`src/rtl/ftg_pkg.sv`:
```
package ftg_pkg;

    // Kind of bus cycle seen at the processor pins
    typedef enum logic [1:0] {
        KIND_DATA_READ  = 2'd0,
        KIND_FETCH_PASS = 2'd1,
        KIND_FETCH_TRAP = 2'd2,
        KIND_WRITE      = 2'd3
    } cycle_kind_e;

    // States of the cycle-classifying machine (kind of cycle just completed)
    typedef enum logic [1:0] {
        ST_IDLE       = 2'd0,
        ST_PASS_FETCH = 2'd1,
        ST_TRAPPED    = 2'd2,
        ST_WROTE      = 2'd3
    } gate_state_e;

endpackage

```
`src/rtl/ftg_classifier.sv`:
```
module ftg_classifier
    import ftg_pkg::*;
#(
    parameter int DATA_W   = 8,
    parameter int TRAP_BITS = 2
) (
    input  logic              fetch_strobe,
    input  logic              rd_not_wr,
    input  logic [DATA_W-1:0] sys_rdata,
    output cycle_kind_e       kind
);
    localparam logic [TRAP_BITS-1:0] ALL_SET = '1;

    logic reserved;

    // Reserved class: every one of the low TRAP_BITS bits is set
    assign reserved = (sys_rdata[TRAP_BITS-1:0] == ALL_SET);

    always_comb begin
        if (!rd_not_wr) begin
            kind = KIND_WRITE;
        end else if (!fetch_strobe) begin
            kind = KIND_DATA_READ;
        end else if (reserved) begin
            kind = KIND_FETCH_TRAP;
        end else begin
            kind = KIND_FETCH_PASS;
        end
    end

endmodule

```
`src/rtl/ftg_data_path.sv`:
```
module ftg_data_path
    import ftg_pkg::*;
#(
    parameter int DATA_W = 8,
    parameter logic [DATA_W-1:0] SUB_CODE = '0
) (
    input  cycle_kind_e       kind,
    input  logic [DATA_W-1:0] sys_rdata,
    input  logic [DATA_W-1:0] cpu_wdata,
    output logic [DATA_W-1:0] cpu_rdata,
    output logic [DATA_W-1:0] sys_wdata,
    output logic              sys_wdata_en
);
    always_comb begin
        cpu_rdata    = sys_rdata;
        sys_wdata    = cpu_wdata;
        sys_wdata_en = 1'b0;
        unique case (kind)
            KIND_FETCH_TRAP: cpu_rdata    = SUB_CODE;
            KIND_WRITE:      sys_wdata_en = 1'b1;
            KIND_DATA_READ,
            KIND_FETCH_PASS: cpu_rdata    = sys_rdata;
        endcase
    end

endmodule

```
`src/rtl/ftg_cycle_fsm.sv`:
```
module ftg_cycle_fsm
    import ftg_pkg::*;
(
    input  logic        clk,
    input  logic        rst_n,
    input  cycle_kind_e kind,
    output logic        trap_pulse
);
    gate_state_e state_q, state_d;

    always_comb begin
        state_d = ST_IDLE;
        unique case (kind)
            KIND_FETCH_TRAP: state_d = ST_TRAPPED;
            KIND_FETCH_PASS: state_d = ST_PASS_FETCH;
            KIND_WRITE:      state_d = ST_WROTE;
            KIND_DATA_READ:  state_d = ST_IDLE;
        endcase
    end

    always_ff @(posedge clk) begin
        if (!rst_n) begin
            state_q <= ST_IDLE;
        end else begin
            state_q <= state_d;
        end
    end

    always_comb begin
        trap_pulse = 1'b0;
        unique case (state_q)
            ST_TRAPPED:    trap_pulse = 1'b1;
            ST_IDLE,
            ST_PASS_FETCH,
            ST_WROTE:      trap_pulse = 1'b0;
        endcase
    end


    trap_follows_chk: assert property (@(posedge clk) disable iff (!rst_n)
        (kind == KIND_FETCH_TRAP) |=> trap_pulse);


    no_spurious_pulse_chk: assert property (@(posedge clk) disable iff (!rst_n)
        (kind != KIND_FETCH_TRAP) |=> !trap_pulse);

endmodule

```
`src/rtl/fetch_trap_gate.sv`:
```
module fetch_trap_gate
    import ftg_pkg::*;
#(
    parameter int DATA_W    = 8,
    parameter int TRAP_BITS = 2,
    parameter logic [DATA_W-1:0] SUB_CODE = '0
) (
    input  logic              clk,
    input  logic              rst_n,
    input  logic              fetch_strobe,
    input  logic              rd_not_wr,
    input  logic [DATA_W-1:0] sys_rdata,
    input  logic [DATA_W-1:0] cpu_wdata,
    output logic [DATA_W-1:0] cpu_rdata,
    output logic [DATA_W-1:0] sys_wdata,
    output logic              sys_wdata_en,
    output logic              trap_pulse
);
    cycle_kind_e kind;

    ftg_classifier #(
        .DATA_W   (DATA_W),
        .TRAP_BITS(TRAP_BITS)
    ) u_classifier (
        .fetch_strobe(fetch_strobe),
        .rd_not_wr   (rd_not_wr),
        .sys_rdata   (sys_rdata),
        .kind        (kind)
    );

    ftg_data_path #(
        .DATA_W  (DATA_W),
        .SUB_CODE(SUB_CODE)
    ) u_data_path (
        .kind        (kind),
        .sys_rdata   (sys_rdata),
        .cpu_wdata   (cpu_wdata),
        .cpu_rdata   (cpu_rdata),
        .sys_wdata   (sys_wdata),
        .sys_wdata_en(sys_wdata_en)
    );

    ftg_cycle_fsm u_fsm (
        .clk       (clk),
        .rst_n     (rst_n),
        .kind      (kind),
        .trap_pulse(trap_pulse)
    );


    trap_zero_chk: assert property (@(posedge clk) disable iff (!rst_n)
        (rd_not_wr && fetch_strobe && (&sys_rdata[TRAP_BITS-1:0]))
            |-> (cpu_rdata == SUB_CODE));


    pass_through_chk: assert property (@(posedge clk) disable iff (!rst_n)
        (rd_not_wr && !(fetch_strobe && (&sys_rdata[TRAP_BITS-1:0])))
            |-> (cpu_rdata == sys_rdata));


    write_forward_chk: assert property (@(posedge clk) disable iff (!rst_n)
        !rd_not_wr |-> (sys_wdata_en && (sys_wdata == cpu_wdata)));


    read_no_drive_chk: assert property (@(posedge clk) disable iff (!rst_n)
        rd_not_wr |-> !sys_wdata_en);

endmodule

```
`config.mk`:
```
export PLATFORM = sky130hd
export DESIGN_NAME = fetch_trap_gate
export DESIGN_NICKNAME = d
export VERILOG_FILES = /design/src/rtl/ftg_pkg.sv /design/src/rtl/ftg_classifier.sv /design/src/rtl/ftg_data_path.sv /design/src/rtl/ftg_cycle_fsm.sv /design/src/rtl/fetch_trap_gate.sv
export SDC_FILE = /design/constraint.sdc
export NUM_CORES = 1
export LEC_CHECK = 0
export CAP_MARGIN = 40
export CORE_AREA = 4 4 41 43
export CTS_BUF_LIST = sky130_fd_sc_hd__clkbuf_8
export DETAILED_ROUTE_END_ITERATION = 8
export DIE_AREA = 0 0 45 47
export GPL_ROUTABILITY_DRIVEN = 0
export PLACE_DENSITY_LB_ADDON = 0.2
export SLEW_MARGIN = 20
export SYNTH_ARGS = -nofsm -noshare
export SYNTH_HDL_FRONTEND = slang
export SYNTH_HIERARCHICAL = 1
export SYNTH_SLANG_ARGS = --single-unit
```
`constraint.sdc`:
```
create_clock -name clk -period 1.5 [get_ports clk]
set_input_delay 0.3 -clock clk [delete_from_list [all_inputs] [get_ports clk]]
set_output_delay 0.3 -clock clk [all_outputs]
set_load 0.01 [all_outputs]
```
Word-level counts from Yosys, hierarchy flattened
Cells that the tools add are included.
{"block": "totals", "register_bits": 2, "out_inout_bits": 18, "elab_cells": 18}
{"block": "classes", "n_eq_ne": 7, "mux": 7, "reduce_logical": 3}
{"op": "$eq 2x2->1 const B", "n": 5}
{"op": "$mux 8", "n": 1}
{"op": "$pmux 2 s4", "n": 1}
{"op": "$mux 2", "n": 3}
{"op": "$eq 2x1->1 const B", "n": 2}
{"op": "$logic_not 2->1", "n": 2}
{"op": "$reduce_or 3->1", "n": 1}
{"op": "$pmux 1 s2", "n": 1}
{"op": "$mux 1", "n": 1}

Depth between registers and ports, before layout
{"block": "logic_depth", "ltp_word": 6, "depth_mapped": 4}

By module
The synthesis kept the hierarchy.
{"module": "ftg_data_path", "cells_per_inst": 18, "n_inst": 1, "area_per_inst_um2": 133.9}
{"module": "ftg_cycle_fsm", "cells_per_inst": 5, "n_inst": 1, "area_per_inst_um2": 66.3}
{"module": "ftg_classifier", "cells_per_inst": 4, "n_inst": 1, "area_per_inst_um2": 22.5}

Worst setup path after synthesis
OpenSTA, ideal clock, no wires.
{"block": "synth_path", "kind": "input to output", "from": "input fetch_strobe", "to": "output cpu_rdata[0]", "arrival_time_ps": 850, "required_ps": 1200, "cell_stages": 4, "n_path_buf": 0, "slack_ps": 350, "path_cell_list": "a21bo_1 -> nand2_1 -> nand2b_4 -> and2_1"}
{"block": "synth_via", "elab_chain_cells": 4}
{"item": "from (decl)", "line": "fetch_trap_gate.sv:10", "rtl": "input logic fetch_strobe,"}
{"item": "$mux 2", "line": "ftg_classifier.sv:22", "rtl": "end else if (!fetch_strobe) begin"}
{"item": "$mux 2", "line": "ftg_classifier.sv:20", "rtl": "if (!rd_not_wr) begin"}
{"item": "net kind[0]", "line": "fetch_trap_gate.sv:19", "rtl": "cycle_kind_e kind;"}
{"item": "$eq 2x2->1", "line": "ftg_data_path.sv:18", "rtl": "unique case (kind)"}
{"item": "$mux 8", "line": "ftg_data_path.sv:18"}
{"item": "to (decl)", "line": "fetch_trap_gate.sv:14", "rtl": "output logic [DATA_W-1:0] cpu_rdata,"}
The timed path passes the listed nets, and every way through them passes these cells.

Worst setup path in the final report
{"block": "layout_path", "from": "input sys_rdata[0]", "to": "output cpu_rdata[2]"}
{"block": "layout_via", "elab_chain_cells": 6}
{"item": "from (decl)", "line": "fetch_trap_gate.sv:12", "rtl": "input logic [DATA_W-1:0] sys_rdata,"}
{"item": "$eq 2x2->1", "line": "ftg_classifier.sv:17", "rtl": "assign reserved = (sys_rdata[TRAP_BITS-1:0] == ALL_SET);"}
{"item": "$mux 2", "line": "ftg_classifier.sv:24", "rtl": "end else if (reserved) begin"}
{"item": "$mux 2", "line": "ftg_classifier.sv:22"}
{"item": "$mux 2", "line": "ftg_classifier.sv:20"}
{"item": "net kind[0]", "line": "fetch_trap_gate.sv:19"}
{"item": "$eq 2x2->1", "line": "ftg_data_path.sv:18"}
{"item": "$mux 8", "line": "ftg_data_path.sv:18"}
The timed path passes the listed nets, and every way through them passes these cells.

==> metrics.yaml <==
detailed_routing:
  postRouteAntennaNets: 0
  drc: 0
  initialDrtViolationCount: 3
  wirelength_um: 662
  via_per_inst: 4.05
  vias: 239
  firstDrtPassIters: 2
  wire_per_inst_um: 11.2
global_routing:
  gr-usage-all-layers_pct: 8.12
  grt_overflow: 0
  first_global_vias: 268
  grt_pass1_wl_um: 1100
  grt_max_degree: 9
  antenna_found_initial: 0
finish:
  drive_gt1_share_pct: 59.1
  finalNetCount: 66
  largest_reg_flops: 2
  multi_input_area_um2: 143
  seqCellArea_um2: 40.0
  antennaDiodeCount: 0
  fin_util_pct: 35.5
  regMostFlops: "u_fsm/state_q"
  stdcell_count: 59
  top_regs: "u_fsm/state_q (2)"
  syn2layout_area_growth_pct: 107
  fillers: 143
floorplanning:
  start_util_pct: 17.1
  io_pins: 38
  die_w_um: 45
  core.rowCount: 13
  dieArea_um2: 2120
  fp.coreArea_um2: 1300
  die_h_um: 47
power:
  p_clk_share_pct: 53.0
  power_leakage_nw: 0.236
  switching_share_pct: 20.3
  internal-power_mw: 0.311
  pwr-share-seq_pct: 15.2
  p_comb_share_pct: 31.8
  cellPowerDensity_nw_per_um2: 843
  ir_worst_vdd_mv: 0.374
  switchingPower_mw: 0.0789
cts:
  cts_tree: "yes"
  postCtsHoldBufs: 0
  clock-sinks: 2
  cts_buffer_depth: 2
  htree_levels: 1
  cts_buffers: 3
  cts.clk_slew.worst_paths_ns: 0.03
  cts_setup_buffers: 0
  cts_root_buf: "clkbuf_8"
run:
  max-cap-violations: 0
worst_setup_path:
  cp-start-kind: "input port"
  critical_path_class: "in -> out"
  worstPathRequired_ns: 1.20
  startpoint: "sys_rdata[0]"
  arrival_ns: 1.14
  end_kind: "output port"
  worstPathMaxFanout: 8
timing:
  fin_crit_sh_pct: 96.1
  fin_crit_ns: 1.44
  maxSlewViolCount: 0
  setup_viol: 0
  tightest_slew_ns: 0.154
  relSlewSlack_pct: 89.7
  whs_ns: 0.591
  max_freq_mhz: 693
  final.setup.tns_ns: 0
  setup_ws_ns: 0.0578
  hold_viol: 0
logic_synthesis:
  yosysWarningCount: 6
  synth_common_cells: "9 x and2_1, 8 x buf_4, 2 x dfxtp_1, 2 x nand2_1"
  syn_area_um2: 223
  ys_seq_elements: 2
  synth_cell_types: 10
  synth_flop_cell: "dfxtp_1"
  yosysMostFrequentCell: "and2_1"
  synth_top_cell_area_share_pct: 27.0
  synth_top_cells_by_area: "buf_4 27%, and2_1 25%, dfxtp_1 18%"
  synth-seq-area-share_pct: 18.0
  async_flop_share_pct: 0
  synth_edf_count: 0
  syn-num-nets: 47
  synthCells: 27
  synth_area_leader_cell: "buf_4"
  avgSynthCellArea_um2: 8.25
hold_path:
  hold_start: "sys_rdata[1]"
  hold_depth: 4
  hp-class: "in -> reg"
status:
  outcome: "finished clean"
place:
  placed_cells: 56
  post-place-ws_ns: -0.681
  port_buffers: 21
  post-dp-hpwl_um: 542
## worst max-delay path, stage by stage
cell and delay (ns):
clkdlybuf4s15_1 0.20, a21bo_1 0.19, nand2_2 0.06, nand2b_4 0.16
and2_4 0.15, buf_6 0.09
## metal layers
metal	share of wire, %	global-route usage, %	vias to the layer above
li1	-	-	109
met1	30	5.42	97
met2	42	11.3	27
met3	24	10.3	6
met4	3.2	7.02	0
met5	0	0	-
## stage by stage
stage	power [mW]	cell area (um^2)
floorplan	0.121	223
global placement	0.171	399
detailed placement	0.173	399
CTS	0.402	462
global route	0.419	462
finish	0.389	462
## power by group through the flow
| stage | combinational (mW) | clock, mW | sequential, mW |
|---|---|---|---|
| after floorplan | 0.0614 | 0 | 0.0595 |
| after global placement | 0.111 | 0 | 0.0596 |
| after detailed placement | 0.113 | 0 | 0.0598 |
| after CTS | 0.126 | 0.217 | 0.0593 |
| after global routing | 0.134 | 0.225 | 0.0594 |
| final | 0.124 | 0.206 | 0.0591 |
## cells in the final DEF (no fill, tap or decap), drive strengths merged
master / synthesis / layout
clkdlybuf4s15: 0 / 2
and2: 11 / 11
nand2: 2 / 2
clkdlybuf4s50: 0 / 7
buf: 8 / 10
nand2b: 1 / 1
nor2b: 1 / 1
dfxtp: 2 / 2
clkbuf: 0 / 4
dlygate4sd2: 0 / 1
dlymetal6s2s: 0 / 1
nand3: 1 / 1
a21bo: 1 / 1
## area by class of cell
| type | instances | share of cell area, % |
|---|---|---|
| multi-input combinational | 17 | 30.9 |
| tap | 15 | 4.07 |
| sequential | 2 | 8.67 |
| timing repair buffer | 22 | 47.4 |
| clock buffer | 3 | 8.94 |
## cells by family after synthesis
| group | synth area share, % |
|---|---|
| compound gates | 4.49 |
| buf+inv | 27.0 |
| simple gates | 50.6 |
| flops | 18.0 |
## repair_timing
action                                  CTS  global route
resized for setup                        58             3
endpoints found under the hold margin     0             0
pin swaps                                 9             1
endpoints found under the setup margin    9             9
## final timing paths
| kind | to |
|---|---|
| min | u_fsm/state_q[1] |
| max | cpu_rdata[2] |
Power figures use the tool's default switching activity.
